### config.mk
export PLATFORM = sky130hd
export DESIGN_NAME = pwrup_init_seq
export DESIGN_NICKNAME = d
export VERILOG_FILES = /design/src/rtl/pwrup_pkg.sv /design/src/rtl/pwrup_step_ctrl.sv /design/src/rtl/pwrup_step_decode.sv /design/src/rtl/pwrup_decode_hold.sv /design/src/rtl/pwrup_init_seq.sv
export SDC_FILE = /design/constraint.sdc
export NUM_CORES = 1
export LEC_CHECK = 0
export BUFFER_PORTS_ARGS = -buffer_cell sky130_fd_sc_hd__buf_2
export CORE_MARGIN = 10
export CORE_UTILIZATION = 40
export CTS_CLUSTER_SIZE = 20
export DETAILED_ROUTE_END_ITERATION = 6
export MAX_ROUTING_LAYER = met4
export PLACE_DENSITY = 0.86
export SLEW_MARGIN = 20
export SYNTH_ARGS = -nofsm -noshare
export SYNTH_HDL_FRONTEND = slang
export SYNTH_HIERARCHICAL = 1
export SYNTH_SLANG_ARGS = --single-unit
### constraint.sdc
create_clock -name clk -period 3.46 [get_ports clk]
set_input_delay 0.346 -clock clk [delete_from_list [all_inputs] [get_ports clk]]
set_output_delay 0.346 -clock clk [all_outputs]
set_load 0.1 [all_outputs]
### src/rtl/pwrup_pkg.sv
package pwrup_pkg;

    localparam int SEL_W = 3;

    typedef enum logic [SEL_W-1:0] {
        SEL_SWINT    = 3'd0,
        SEL_TIMER    = 3'd1,
        SEL_MEMERR   = 3'd2,
        SEL_CACHECTL = 3'd3,
        SEL_TRAPLVL  = 3'd4
    } reg_sel_e;

    typedef enum logic [3:0] {
        ST_IDLE,
        ST_SWINT,
        ST_TIMER,
        ST_MEMERR,
        ST_CACHE_A,
        ST_TRAPLVL,
        ST_CACHE_B,
        ST_HALT,
        ST_DONE
    } step_e;

    typedef struct packed {
        logic     we;
        reg_sel_e sel;
        logic     trap_val;
        logic     flush;
        logic     hsir_clr;
        logic     halt;
    } step_cmd_t;

    function automatic logic step_is_busy(input step_e s);
        return !(s == ST_IDLE || s == ST_DONE);
    endfunction

    function automatic step_e step_next(input step_e s, input logic start);
        case (s)
            ST_IDLE:    return start ? ST_SWINT : ST_IDLE;
            ST_SWINT:   return ST_TIMER;
            ST_TIMER:   return ST_MEMERR;
            ST_MEMERR:  return ST_CACHE_A;
            ST_CACHE_A: return ST_TRAPLVL;
            ST_TRAPLVL: return ST_CACHE_B;
            ST_CACHE_B: return ST_HALT;
            ST_HALT:    return ST_DONE;
            default:    return ST_DONE;
        endcase
    endfunction

endpackage

### src/rtl/pwrup_step_ctrl.sv
module pwrup_step_ctrl
    import pwrup_pkg::*;
(
    input  logic  clk,
    input  logic  rst,
    input  logic  start,
    output step_e step
);

    always_ff @(posedge clk) begin
        if (rst) step <= ST_IDLE;
        else     step <= step_next(step, start);
    end

    AST_START_LAUNCH: assert property (@(posedge clk) disable iff (rst)
        (step == ST_IDLE && start) |=> (step == ST_SWINT));

    AST_DONE_STICKS: assert property (@(posedge clk) disable iff (rst)
        (step == ST_DONE) |=> (step == ST_DONE));

endmodule

### src/rtl/pwrup_step_decode.sv
module pwrup_step_decode
    import pwrup_pkg::*;
(
    input  step_e     step,
    output step_cmd_t cmd
);

    always_comb begin
        cmd = '0;
        case (step)
            ST_SWINT: begin
                cmd.we  = 1'b1;
                cmd.sel = SEL_SWINT;
            end
            ST_TIMER: begin
                cmd.we       = 1'b1;
                cmd.sel      = SEL_TIMER;
                cmd.hsir_clr = 1'b1;
            end
            ST_MEMERR: begin
                cmd.we  = 1'b1;
                cmd.sel = SEL_MEMERR;
            end
            ST_CACHE_A, ST_CACHE_B: begin
                cmd.we    = 1'b1;
                cmd.sel   = SEL_CACHECTL;
                cmd.flush = 1'b1;
            end
            ST_TRAPLVL: begin
                cmd.we       = 1'b1;
                cmd.sel      = SEL_TRAPLVL;
                cmd.trap_val = 1'b1;
            end
            ST_HALT: begin
                cmd.halt = 1'b1;
            end
            default: cmd = '0;
        endcase
    end

endmodule

### src/rtl/pwrup_decode_hold.sv
module pwrup_decode_hold #(
    parameter int HOLD_CYCLES = 2
) (
    input  logic clk,
    input  logic rst,
    input  logic trigger,
    output logic inhibit
);

    localparam int CNT_W = $clog2(HOLD_CYCLES + 1);

    logic [CNT_W-1:0] cnt;

    always_ff @(posedge clk) begin
        if (rst)
            cnt <= '0;
        else if (trigger)
            cnt <= CNT_W'(HOLD_CYCLES);
        else if (cnt != '0)
            cnt <= cnt - CNT_W'(1);
    end

    assign inhibit = (cnt != '0);

    AST_HOLD_STARTS: assert property (@(posedge clk) disable iff (rst)
        trigger |=> inhibit);

endmodule

### src/rtl/pwrup_init_seq.sv
module pwrup_init_seq
    import pwrup_pkg::*;
#(
    parameter int          DATA_W         = 32,
    parameter int          HALT_W         = 6,
    parameter int          INHIBIT_CYCLES = 2,
    parameter int          ASTLVL_INIT    = 4,
    parameter logic [5:0]  HALT_CODE      = 6'd3
) (
    input  logic                  clk,
    input  logic                  rst,
    input  logic                  start,
    output logic                  busy,
    output logic                  reg_we,
    output logic [SEL_W-1:0]      reg_sel,
    output logic [DATA_W-1:0]     reg_wdata,
    output logic                  hsir_clr,
    output logic                  flush_req,
    output logic                  prefetch_dis,
    output logic                  decode_inhibit,
    output logic                  halt_req,
    output logic [HALT_W-1:0]     halt_code
);

    localparam logic [DATA_W-1:0] TRAP_WORD = DATA_W'(ASTLVL_INIT);
    localparam logic [HALT_W-1:0] CODE_WORD = HALT_W'(HALT_CODE);

    step_e     step;
    step_cmd_t cmd;

    pwrup_step_ctrl u_ctrl (
        .clk   (clk),
        .rst   (rst),
        .start (start),
        .step  (step)
    );

    pwrup_step_decode u_decode (
        .step (step),
        .cmd  (cmd)
    );

    pwrup_decode_hold #(
        .HOLD_CYCLES (INHIBIT_CYCLES)
    ) u_hold (
        .clk     (clk),
        .rst     (rst),
        .trigger (cmd.hsir_clr),
        .inhibit (decode_inhibit)
    );

    assign busy         = step_is_busy(step);
    assign prefetch_dis = busy;
    assign reg_we       = cmd.we;
    assign reg_sel      = cmd.sel;
    assign reg_wdata    = cmd.trap_val ? TRAP_WORD : '0;
    assign hsir_clr     = cmd.hsir_clr;
    assign flush_req    = cmd.flush;
    assign halt_req     = cmd.halt;
    assign halt_code    = cmd.halt ? CODE_WORD : '0;

    AST_WRITE_ONLY_BUSY: assert property (@(posedge clk) disable iff (rst)
        reg_we |-> busy);

    AST_FLUSH_ONE_CYCLE: assert property (@(posedge clk) disable iff (rst)
        flush_req |=> !flush_req);

    AST_FLUSH_ON_CACHE_WRITE: assert property (@(posedge clk) disable iff (rst)
        flush_req |-> (reg_we && reg_sel == SEL_CACHECTL && reg_wdata == '0));

    AST_HALT_AFTER_FLUSH: assert property (@(posedge clk) disable iff (rst)
        halt_req |-> $past(flush_req));

    AST_HALT_CODE_VALID: assert property (@(posedge clk) disable iff (rst)
        halt_req |-> (halt_code == CODE_WORD && !reg_we));

    AST_INHIBIT_AFTER_HSIR: assert property (@(posedge clk) disable iff (rst)
        (!$past(rst) && $past(hsir_clr)) |-> decode_inhibit);

    AST_HALT_ONE_CYCLE: assert property (@(posedge clk) disable iff (rst)
        halt_req |=> (!halt_req && !busy));

endmodule

==> run metrics, run 1 <==
I/O pin total 51; RSZ-0062 raised after global routing no; Worst Hold Class in2reg; global-route wire length before repair 1.81 mm; Reg2Reg Launch Point u_ctrl/step[1]$_SDFF_PP0_; Avg Cell Area, Syn 8.22 sq um; Residual DRC 0; Rows 14; Worst Setup Start Kind flop; WP data required 3110 ps; core area 1470 sq um; Finished Layout Cells 103; Crit. End Element primary output; total power 453 uW; R2R depth 3; final worst path period share 58.4%; CTS tree done; antenna violations before repair 0; total gr overflow 0; Max Cap Violations 0; HP Start rst; pin count of the biggest net entering global routing 15; final-stage net count 92; fin crit period 2020 ps; Synth Instances 74; max-slew violations 0; status complete, no violations; fmax 495 MHz; GRT Util Overall 6.72%; Post-Syn Area 608 sq um; Worst Path Max Fanout 14; flop-to-flop setup slack 2280 ps; TritonCTS buffer count 3; crit path cell chain nor4b_2, buf_2; Synth Register Bits 6; layout cells sized above 1 27.6%; Synth cell types 19; DRT Wirelength 1.23 mm; Static Leakage 0.319 nW; ant diodes 0; # setup viols final 0; Hold Path Depth 2; die area 3480 sq um; Slowest cell on crit path dfxtp_1; Final Hold Fails 0; post-CTS resize count 0; Initial Util 41.3%; DR vias 412; WL per Instance 11.9 microns; HPWL Detailed 1.11 mm; Post-Place Cells 100; die height 59.0 microns; routed vias/inst 4.00; number of global-route vias before repair 395; sequential element share of the synthesized area 19.8%; Area growth, synth to finish -7.41%; port bufs 15; Die X 59.0 microns; WP data arrival 1670 ps; First-pass DRT Iterations 4; CP peak stage delay 550 ps; post-CTS setup buffer count 0; Clk Latency, worst-skew pair 230 ps; # hold bufs at CTS 0; Hold Path Sink u_hold/cnt[1]$_SDFFE_PP0P_; H-tree Lvls 1; Antenna Nets Post-Route 0; setup TNS 0 ps; DR iter-0 viols 9; Setup CP Type reg2out; Ys Warns 6; Root Buffer clkbuf_4; VDD IR-drop max 0.237 mV; skew final 0.216 ps; clock sinks 6; Critical R2R Capture u_hold/cnt[1]$_SDFFE_PP0P_; routability cong. 0.746; Max clock buf depth 2; clock slew at the register clock pins of the worst setup and hold paths 40 ps; pwr dens 804 nW/um^2
==> worst max path at each step <==
| stage | from | endpoint | cells past startpoint |
|---|---|---|---|
| finish | u_ctrl/step[1]$_SDFF_PP0_ | hsir_clr | 2 |
| floorplan | u_ctrl/step[0]$_SDFF_PP0_ | reg_sel[2] | 2 |
| global route | u_ctrl/step[0]$_SDFF_PP0_ | halt_req | 3 |
| detailed placement | u_ctrl/step[1]$_SDFF_PP0_ | hsir_clr | 2 |
| CTS | u_ctrl/step[1]$_SDFF_PP0_ | hsir_clr | 2 |
| global placement | u_ctrl/step[1]$_SDFF_PP0_ | hsir_clr | 2 |
==> critical path, delay by kind of cell, from the launching register on <==
family	cells	cell delay (ps)
and+or+nand+nor	1	390
buffers and inverters	1	500
DFF	1	550
==> area by class of cell <==
type	instances	area, sq um
well taps	16	20.0
multi-input cells	63	325
flip-flops and latches	6	120
clock buffers	3	22.5
repair buffers	15	75.1
fillers	169	908
==> synth_stat cells <==
cell type  count  area share (%)
and3_2         1             1.2
nor3b_2        2             4.1
nor4b_2        1             2.5
a31oi_1        1             1.0
nor2_1         4             2.5
or3_1          1             1.0
buf_4         38              47
buf_6          1             1.9
nand3b_1       1             1.2
dfxtp_1        6              20
conb_1         1            0.62
a21oi_1        2             1.6
a21bo_2        1             1.6
nand2_1        1            0.62
or2_1          3             3.1
nor4bb_1       1             1.6
nor3_1         7             5.8
xnor2_1        1             1.4
nor4b_1        1             1.4
==> layout by cell type, fill, tap and decap left out, types with 2 or more instances in the layout <==
cell / instances
buf_2: 15
nor4b_2: 2
clkbuf_4: 3
a21oi_1: 2
dfxtp_1: 6
or2_1: 3
nor3_1: 7
nor2_1: 4
nor3b_2: 2
conb_1: 35
==> layer usage <==
metal	global-route usage, %	up-vias	wire (microns)
met5	-	-	0
met1	5.57	184	365
li1	-	202	-
met3	4.72	0	194
met4	2.95	0	0
met2	11.3	26	665
==> state kept, by name, indices dropped and copies added (netlist names) <==
signal / cells
u_ctrl/step: 4
u_hold/cnt: 2
==> logic make-up (layout without fill, tap and decap cells) <==
kind of cell,after synthesis,count (layout),share of synthesized area (%)
xor+xnor,1,1,1.44
compound gates,4,4,4.32
flops,6,6,19.8
buf+inv,39,18,48.8
simple gates,23,23,25.1
other cells,1,35,0.617
==> report_power, final <==
part           total, mW  switching (mW)  internal, mW
Clock             0.0599          0.0210        0.0389
Sequential        0.0857          0.0115        0.0742
Combinational      0.307           0.284        0.0230
Total              0.453           0.316         0.136
==> metrics by stage <==
| step | setup slack [ps] | instance area, sq um | util (%) | hold WS [ps] |
|---|---|---|---|---|
| 6_report | 1440 | 563 | 38.3 | 320 |
| 4_1_cts | 1410 | 563 | 38.3 | 316 |
| 3_3_place_gp | 1730 | 541 | 36.7 | 443 |
| 2_1_floorplan | 401 | 742 | - | 418 |
| 5_1_grt | 1300 | 563 | 38.3 | 317 |
| 3_5_place_dp | 1670 | 541 | 36.7 | 453 |
No activity file was read; power rests on OpenSTA's default activity.
==> run 2, diff against run 1 <==
--- a/config.mk
+++ b/config.mk
@@ -6,12 +6,13 @@
 export NUM_CORES = 1
 export LEC_CHECK = 0
 export BUFFER_PORTS_ARGS = -buffer_cell sky130_fd_sc_hd__buf_2
+export CORE_ASPECT_RATIO = 1.2
 export CORE_MARGIN = 10
-export CORE_UTILIZATION = 40
+export CORE_UTILIZATION = 34
 export CTS_CLUSTER_SIZE = 20
 export DETAILED_ROUTE_END_ITERATION = 6
 export MAX_ROUTING_LAYER = met4
-export PLACE_DENSITY = 0.86
+export PLACE_DENSITY = 0.78
 export SLEW_MARGIN = 20
 export SYNTH_ARGS = -nofsm -noshare
 export SYNTH_HDL_FRONTEND = slang
==> constraint.sdc (replaced) <==
create_clock -name clk -period 1.7 [get_ports clk]
set_input_delay 0.17 -clock clk [delete_from_list [all_inputs] [get_ports clk]]
set_output_delay 0.17 -clock clk [all_outputs]
set_load 0.1 [all_outputs]
==> run 2 against run 1 <==
Core utilization up 1.9 points. Largest cell class unchanged. Clock-buffer cell count up 1. Clock skew about the same. Critical endpoint is now reg_we. Largest power group unchanged. Cell count up 2.9%.
==> run metrics, run 2 (synthesis gave the netlist of run 1 again) <==
final worst path period share 95.7%; die area 3890 sq um; core area 1660 sq um; WP data arrival 1460 ps; Crit. End Element primary output; Antenna Nets Post-Route 0; final-stage net count 92; Logic pwr share 67.0%; Reg2Reg Launch Point u_ctrl/step[1]$_SDFF_PP0_; DR iter-0 viols 1; DR vias 399; Worst Path Max Fanout 13; Setup CP Type reg2out; HP Start rst; Clk Latency, worst-skew pair 240 ps; antenna violations before repair 0; commonest non-fill, non-tap cells in the layout conb_1 (35), buf_2 (13), nor2_1 (4); routed vias/inst 3.76; Post-Place Cells 102; Fin Hold WS 129 ps; # hold bufs at CTS 0; Initial Util 36.6%; Rows 16; Worst setup startpoint u_ctrl/step[0]$_SDFF_PP0_; CTS tree done; clock group share of total power 14.4%; Area growth, synth to finish 9.88%; port bufs 15; post-CTS setup buffer count 0; Static Leakage 0.354 nW; routability cong. 0.736; DRT Wirelength 1.25 mm; largest registers u_ctrl/step x4, u_hold/cnt x2; fin crit period 1630 ps; TritonCTS buffer count 3; die height 66.3 microns; total gr overflow 0; # setup viols final 0; fmax 614 MHz; RSZ-0062 raised after global routing yes; Reg power frac 18.6%; Switch Pwr 665 uW; clock sinks 6; storage element area 130 sq um; pwr dens 1470 nW/um^2; Worst Hold Class in2reg; number of global-route vias before repair 402; Root Buffer clkbuf_4; pin count of the biggest net entering global routing 15; Largest register FFs 4; Finished Layout Cells 106; Residual DRC 0; ant diodes 0; VDD IR-drop max 0.521 mV; Final Hold Fails 0; multi-input logic area 384 sq um; flop-to-flop setup slack 630 ps; Worst Setup Start Kind flop; Max clock buf depth 2; WL per Instance 11.7 microns; Internal 314 uW; layout cells sized above 1 39.8%; status complete, no violations; Die X 58.6 microns; setup TNS 0 ps; post-CTS resize count 0; global-route wire length before repair 1.77 mm; H-tree Lvls 1; WP data required 1530 ps; clock slew at the register clock pins of the worst setup and hold paths 50 ps; Top reg by flops u_ctrl/step; max-slew violations 0; most common cell after layout, fill and taps aside conb_1; Max Cap Violations 0; GRT Util Overall 5.84%; Filler Cell Count 180; I/O pin total 51; HPWL Detailed 1.08 mm; Sw Ratio 67.9%; First-pass DRT Iterations 2; skew final 0.204 ps
## run 2: cell types whose count changed in the layout (fill, tap and decap cells not counted), sizes merged
cell	delta
clkbuf	+1
## run 2: worst max-delay path, stage by stage (launching register included)
cell and delay [ps]:
dfxtp_4 400, and3_2 230, nor3_4 140, buf_2 440
## run 2: layer usage
| layer | track usage (%) | vias up | part of all wire, % |
|---|---|---|---|
| li1 | - | 200 | - |
| met1 | 6.12 | 167 | 43 |
| met2 | 8.64 | 30 | 47 |
| met3 | 3.46 | 2 | 9.2 |
| met4 | 2.59 | 0 | 1.1 |
| met5 | - | - | 0 |
## run 2: per-stage QoR
stage                     utilization (%)  instance area [sq um]  power [mW]  setup slack, ps
final                                40.2                    668       0.979             72.6
after CTS                            40.2                    668       0.984             50.5
after floorplan                         -                    836       0.853             -252
after detailed placement             38.6                    642       0.840              318
after global routing                 40.2                    668        1.01           -0.129
after global placement               38.6                    642       0.836              340
## run 2: cell type report
type                       instances  area share [%]
multi-input combinational         63            57.5
sequential                         6            19.5
timing repair buffer              15            15.7
clock buffer                       4            3.93
tap                               18            3.37
## run 2: path summary, 6_finish.rpt
kind / cells after the start / to
worst max-delay path: 3 / reg_we
worst min-delay path: 2 / u_ctrl/step[3]$_SDFF_PP0_
worst max register to register: 3 / u_hold/cnt[1]$_SDFFE_PP0P_
worst min register to register: 1 / u_hold/cnt[0]$_SDFFE_PP0P_
## run 2: power by group through the flow
stage / clock [mW] / sequential (mW) / combinational (mW)
detailed placement: 0 / 0.185 / 0.655
global placement: 0 / 0.182 / 0.654
global route: 0.154 / 0.185 / 0.673
CTS: 0.147 / 0.182 / 0.655
finish: 0.141 / 0.182 / 0.656
floorplan: 0 / 0.179 / 0.674
==> run 3, diff against run 2 <==
--- a/config.mk
+++ b/config.mk
@@ -5,15 +5,15 @@
 export SDC_FILE = /design/constraint.sdc
 export NUM_CORES = 1
 export LEC_CHECK = 0
+export ABC_AREA = 1
 export BUFFER_PORTS_ARGS = -buffer_cell sky130_fd_sc_hd__buf_2
 export CORE_ASPECT_RATIO = 1.2
 export CORE_MARGIN = 10
-export CORE_UTILIZATION = 34
+export CORE_UTILIZATION = 35
 export CTS_CLUSTER_SIZE = 20
 export DETAILED_ROUTE_END_ITERATION = 6
 export MAX_ROUTING_LAYER = met4
 export PLACE_DENSITY = 0.78
-export SLEW_MARGIN = 20
 export SYNTH_ARGS = -nofsm -noshare
 export SYNTH_HDL_FRONTEND = slang
 export SYNTH_HIERARCHICAL = 1
==> run 3 against run 2 <==
Critical endpoint is now halt_code[1]. Worst setup slack improved by 21 ps. Final area down 6.0%. Via count grew 17%. Core utilization fell by 5.5 points. Die area is 2.4% higher. Clock skew rose by 4.1 ps. Clock-buffer cell count decreased by 1. Cell count increased by 22%. Synthesized cell count up 30%. Non-clock buffer count unchanged. Largest power group unchanged.
==> run metrics, run 3 <==
Final Cell Area 628 sq um; Root Buffer clkbuf_4; Finished Layout Cells 129; Crit. End Element primary output; final-stage net count 115; Top reg by flops u_ctrl/step; top-area cell type share of the netlist area 44.0%; Largest register FFs 4; most common cell after layout, fill and taps aside conb_1; I/O pin total 51; Synth Area in Adders 0%; Max clock buf depth 2; Placed Instance Area 601 sq um; die area 3980 sq um; Fin Hold WS 170 ps; clock slew at the register clock pins of the worst setup and hold paths 50 ps; setup TNS 0 ps; Post-Place Cells 126; fmax 622 MHz; Area growth, synth to finish -3.09%; Rows 17; H-tree Lvls 1; RSZ-0062 raised after global routing yes; Antenna Nets Post-Route 0; antenna violations before repair 0; VDD IR-drop max 0.481 mV; Residual DRC 0; WL per Instance 10.2 microns; ant diodes 0; commonest non-fill, non-tap cells in the layout conb_1 (35), buf_2 (13), inv_1 (10), nand2_1 (10), nor2_1 (8); status complete, no violations; routed vias/inst 3.63; pin count of the biggest net entering global routing 9; # hold bufs at CTS 0; number of global-route vias before repair 409; sequential element share of the synthesized area 18.5%; clock sinks 6; xor and xnor fraction of the mapped netlist area 0%; Synth cell types 18; WP data arrival 1440 ps; main combinational cell family by area after synthesis buffers and inverters; Die X 59.3 microns; Synth Register Bits 6; routability cong. 0.757; DRT Wirelength 1.31 mm; Ys Warns 6; DR vias 468; most common cell in the netlist buf_4; final worst path period share 94.5%; largest area contributor in the netlist buf_4; top post-synthesis cells by area buf_4 (44%), dfxtp_1 (19%), nand2_1 (6.9%), inv_1 (5.8%), nor2_1 (5.2%); TritonCTS buffer count 3; post-synthesis mux area share 0%; WP data required 1530 ps; Post-Syn Area 648 sq um; pwr dens 1620 nW/um^2; Initial Util 35.8%; Worst Hold Class in2reg; Avg Cell Area, Syn 6.75 sq um; Filler Cell Count 198; GRT Util Overall 5.80%; Max Cap Violations 0; Post-synth top cells buf_4 (38), nand2_1 (12), inv_1 (10); HPWL Detailed 1.19 mm; max-slew violations 0; Setup CP Type reg2out; Worst Setup Start Kind flop; core area 1810 sq um; Static Leakage 0.372 nW; flop-to-flop setup slack 720 ps; layout cells sized above 1 29.1%; DR iter-0 viols 10; CTS tree done; Post-synth EDFFs 0; Worst Path Max Fanout 8; post-synthesis compound-gate area fraction 3.86%; die height 67.1 microns; skew final 4.31 ps; largest registers u_ctrl/step x4, u_hold/cnt x2; Synth Instances 96; Simple-Gate Fraction of Synth Area 25.5%; Final Hold Fails 0; Clk Latency, worst-skew pair 240 ps; Post-synth top flop dfxtp_1; # setup viols final 0; Final Util 34.7%; port bufs 15; fin crit period 1610 ps; global-route wire length before repair 1.75 mm; Async SR Flop Fraction 0%; First-pass DRT Iterations 2; total gr overflow 0
==> run 3: critical path, cell delays in order, from the launching register on <==
cell,delay [ps]
dfxtp_1,480
nand2_1,150
nor2_2,120
buf_2,440
==> run 3: logic make-up after synthesis <==
logic type	count (synthesis)
other	1
AO/OA/AOI/OAI	5
AND/OR/NAND/NOR	33
flip-flops	6
buffers and inverters	51
==> run 3: final timing paths <==
check,from,to,cells after the start
setup / recovery,u_ctrl/step[2]$_SDFF_PP0_,halt_code[1],3
hold / removal,rst,u_ctrl/step[2]$_SDFF_PP0_,2
setup reg to reg,u_ctrl/step[2]$_SDFF_PP0_,u_hold/cnt[0]$_SDFFE_PP0P_,6
hold reg to reg,u_hold/cnt[1]$_SDFFE_PP0P_,u_hold/cnt[0]$_SDFFE_PP0P_,2
==> run 3: final cells by class <==
| cell class | count | area [sq um] | area share (%) |
|---|---|---|---|
| Sequential cell | 6 | 120 | 19.1 |
| Timing Repair Buffer | 15 | 80.1 | 12.7 |
| Multi-Input combinational cell | 73 | 333 | 53.0 |
| Tap cell | 19 | 23.8 | 3.78 |
| Clock buffer | 3 | 22.5 | 3.59 |
| Inverter | 13 | 48.8 | 7.77 |
==> run 3: layer usage <==
metal | track usage [%] | vias to the layer above | share of wire (%)
met4 | 4.31 | 0 | 0.69
met3 | 2.44 | 2 | 14
met1 | 5.88 | 196 | 35
li1 | - | 243 | -
met2 | 8.72 | 27 | 50
met5 | - | - | 0
==> run 3: what timing repair did <==
| action | 4_1_cts | 5_1_grt |
|---|---|---|
| setup buffers | 0 | 0 |
| gates resized for setup | 0 | 2 |
| endpoints found under the setup margin | 0 | 4 |
==> run 3: power by group <==
group / internal (mW) / switching [mW]
sequential: 0.153 / 0.0172
clock: 0.0797 / 0.0497
combinational: 0.0613 / 0.655
==> run 3: stage by stage <==
stage               setup slack, ps  power [mW]
CTS                            31.8        1.02
floorplan                      -308       0.905
global placement                333       0.879
finish                         93.5        1.02
detailed placement              295       0.883
global route                  -17.8        1.05
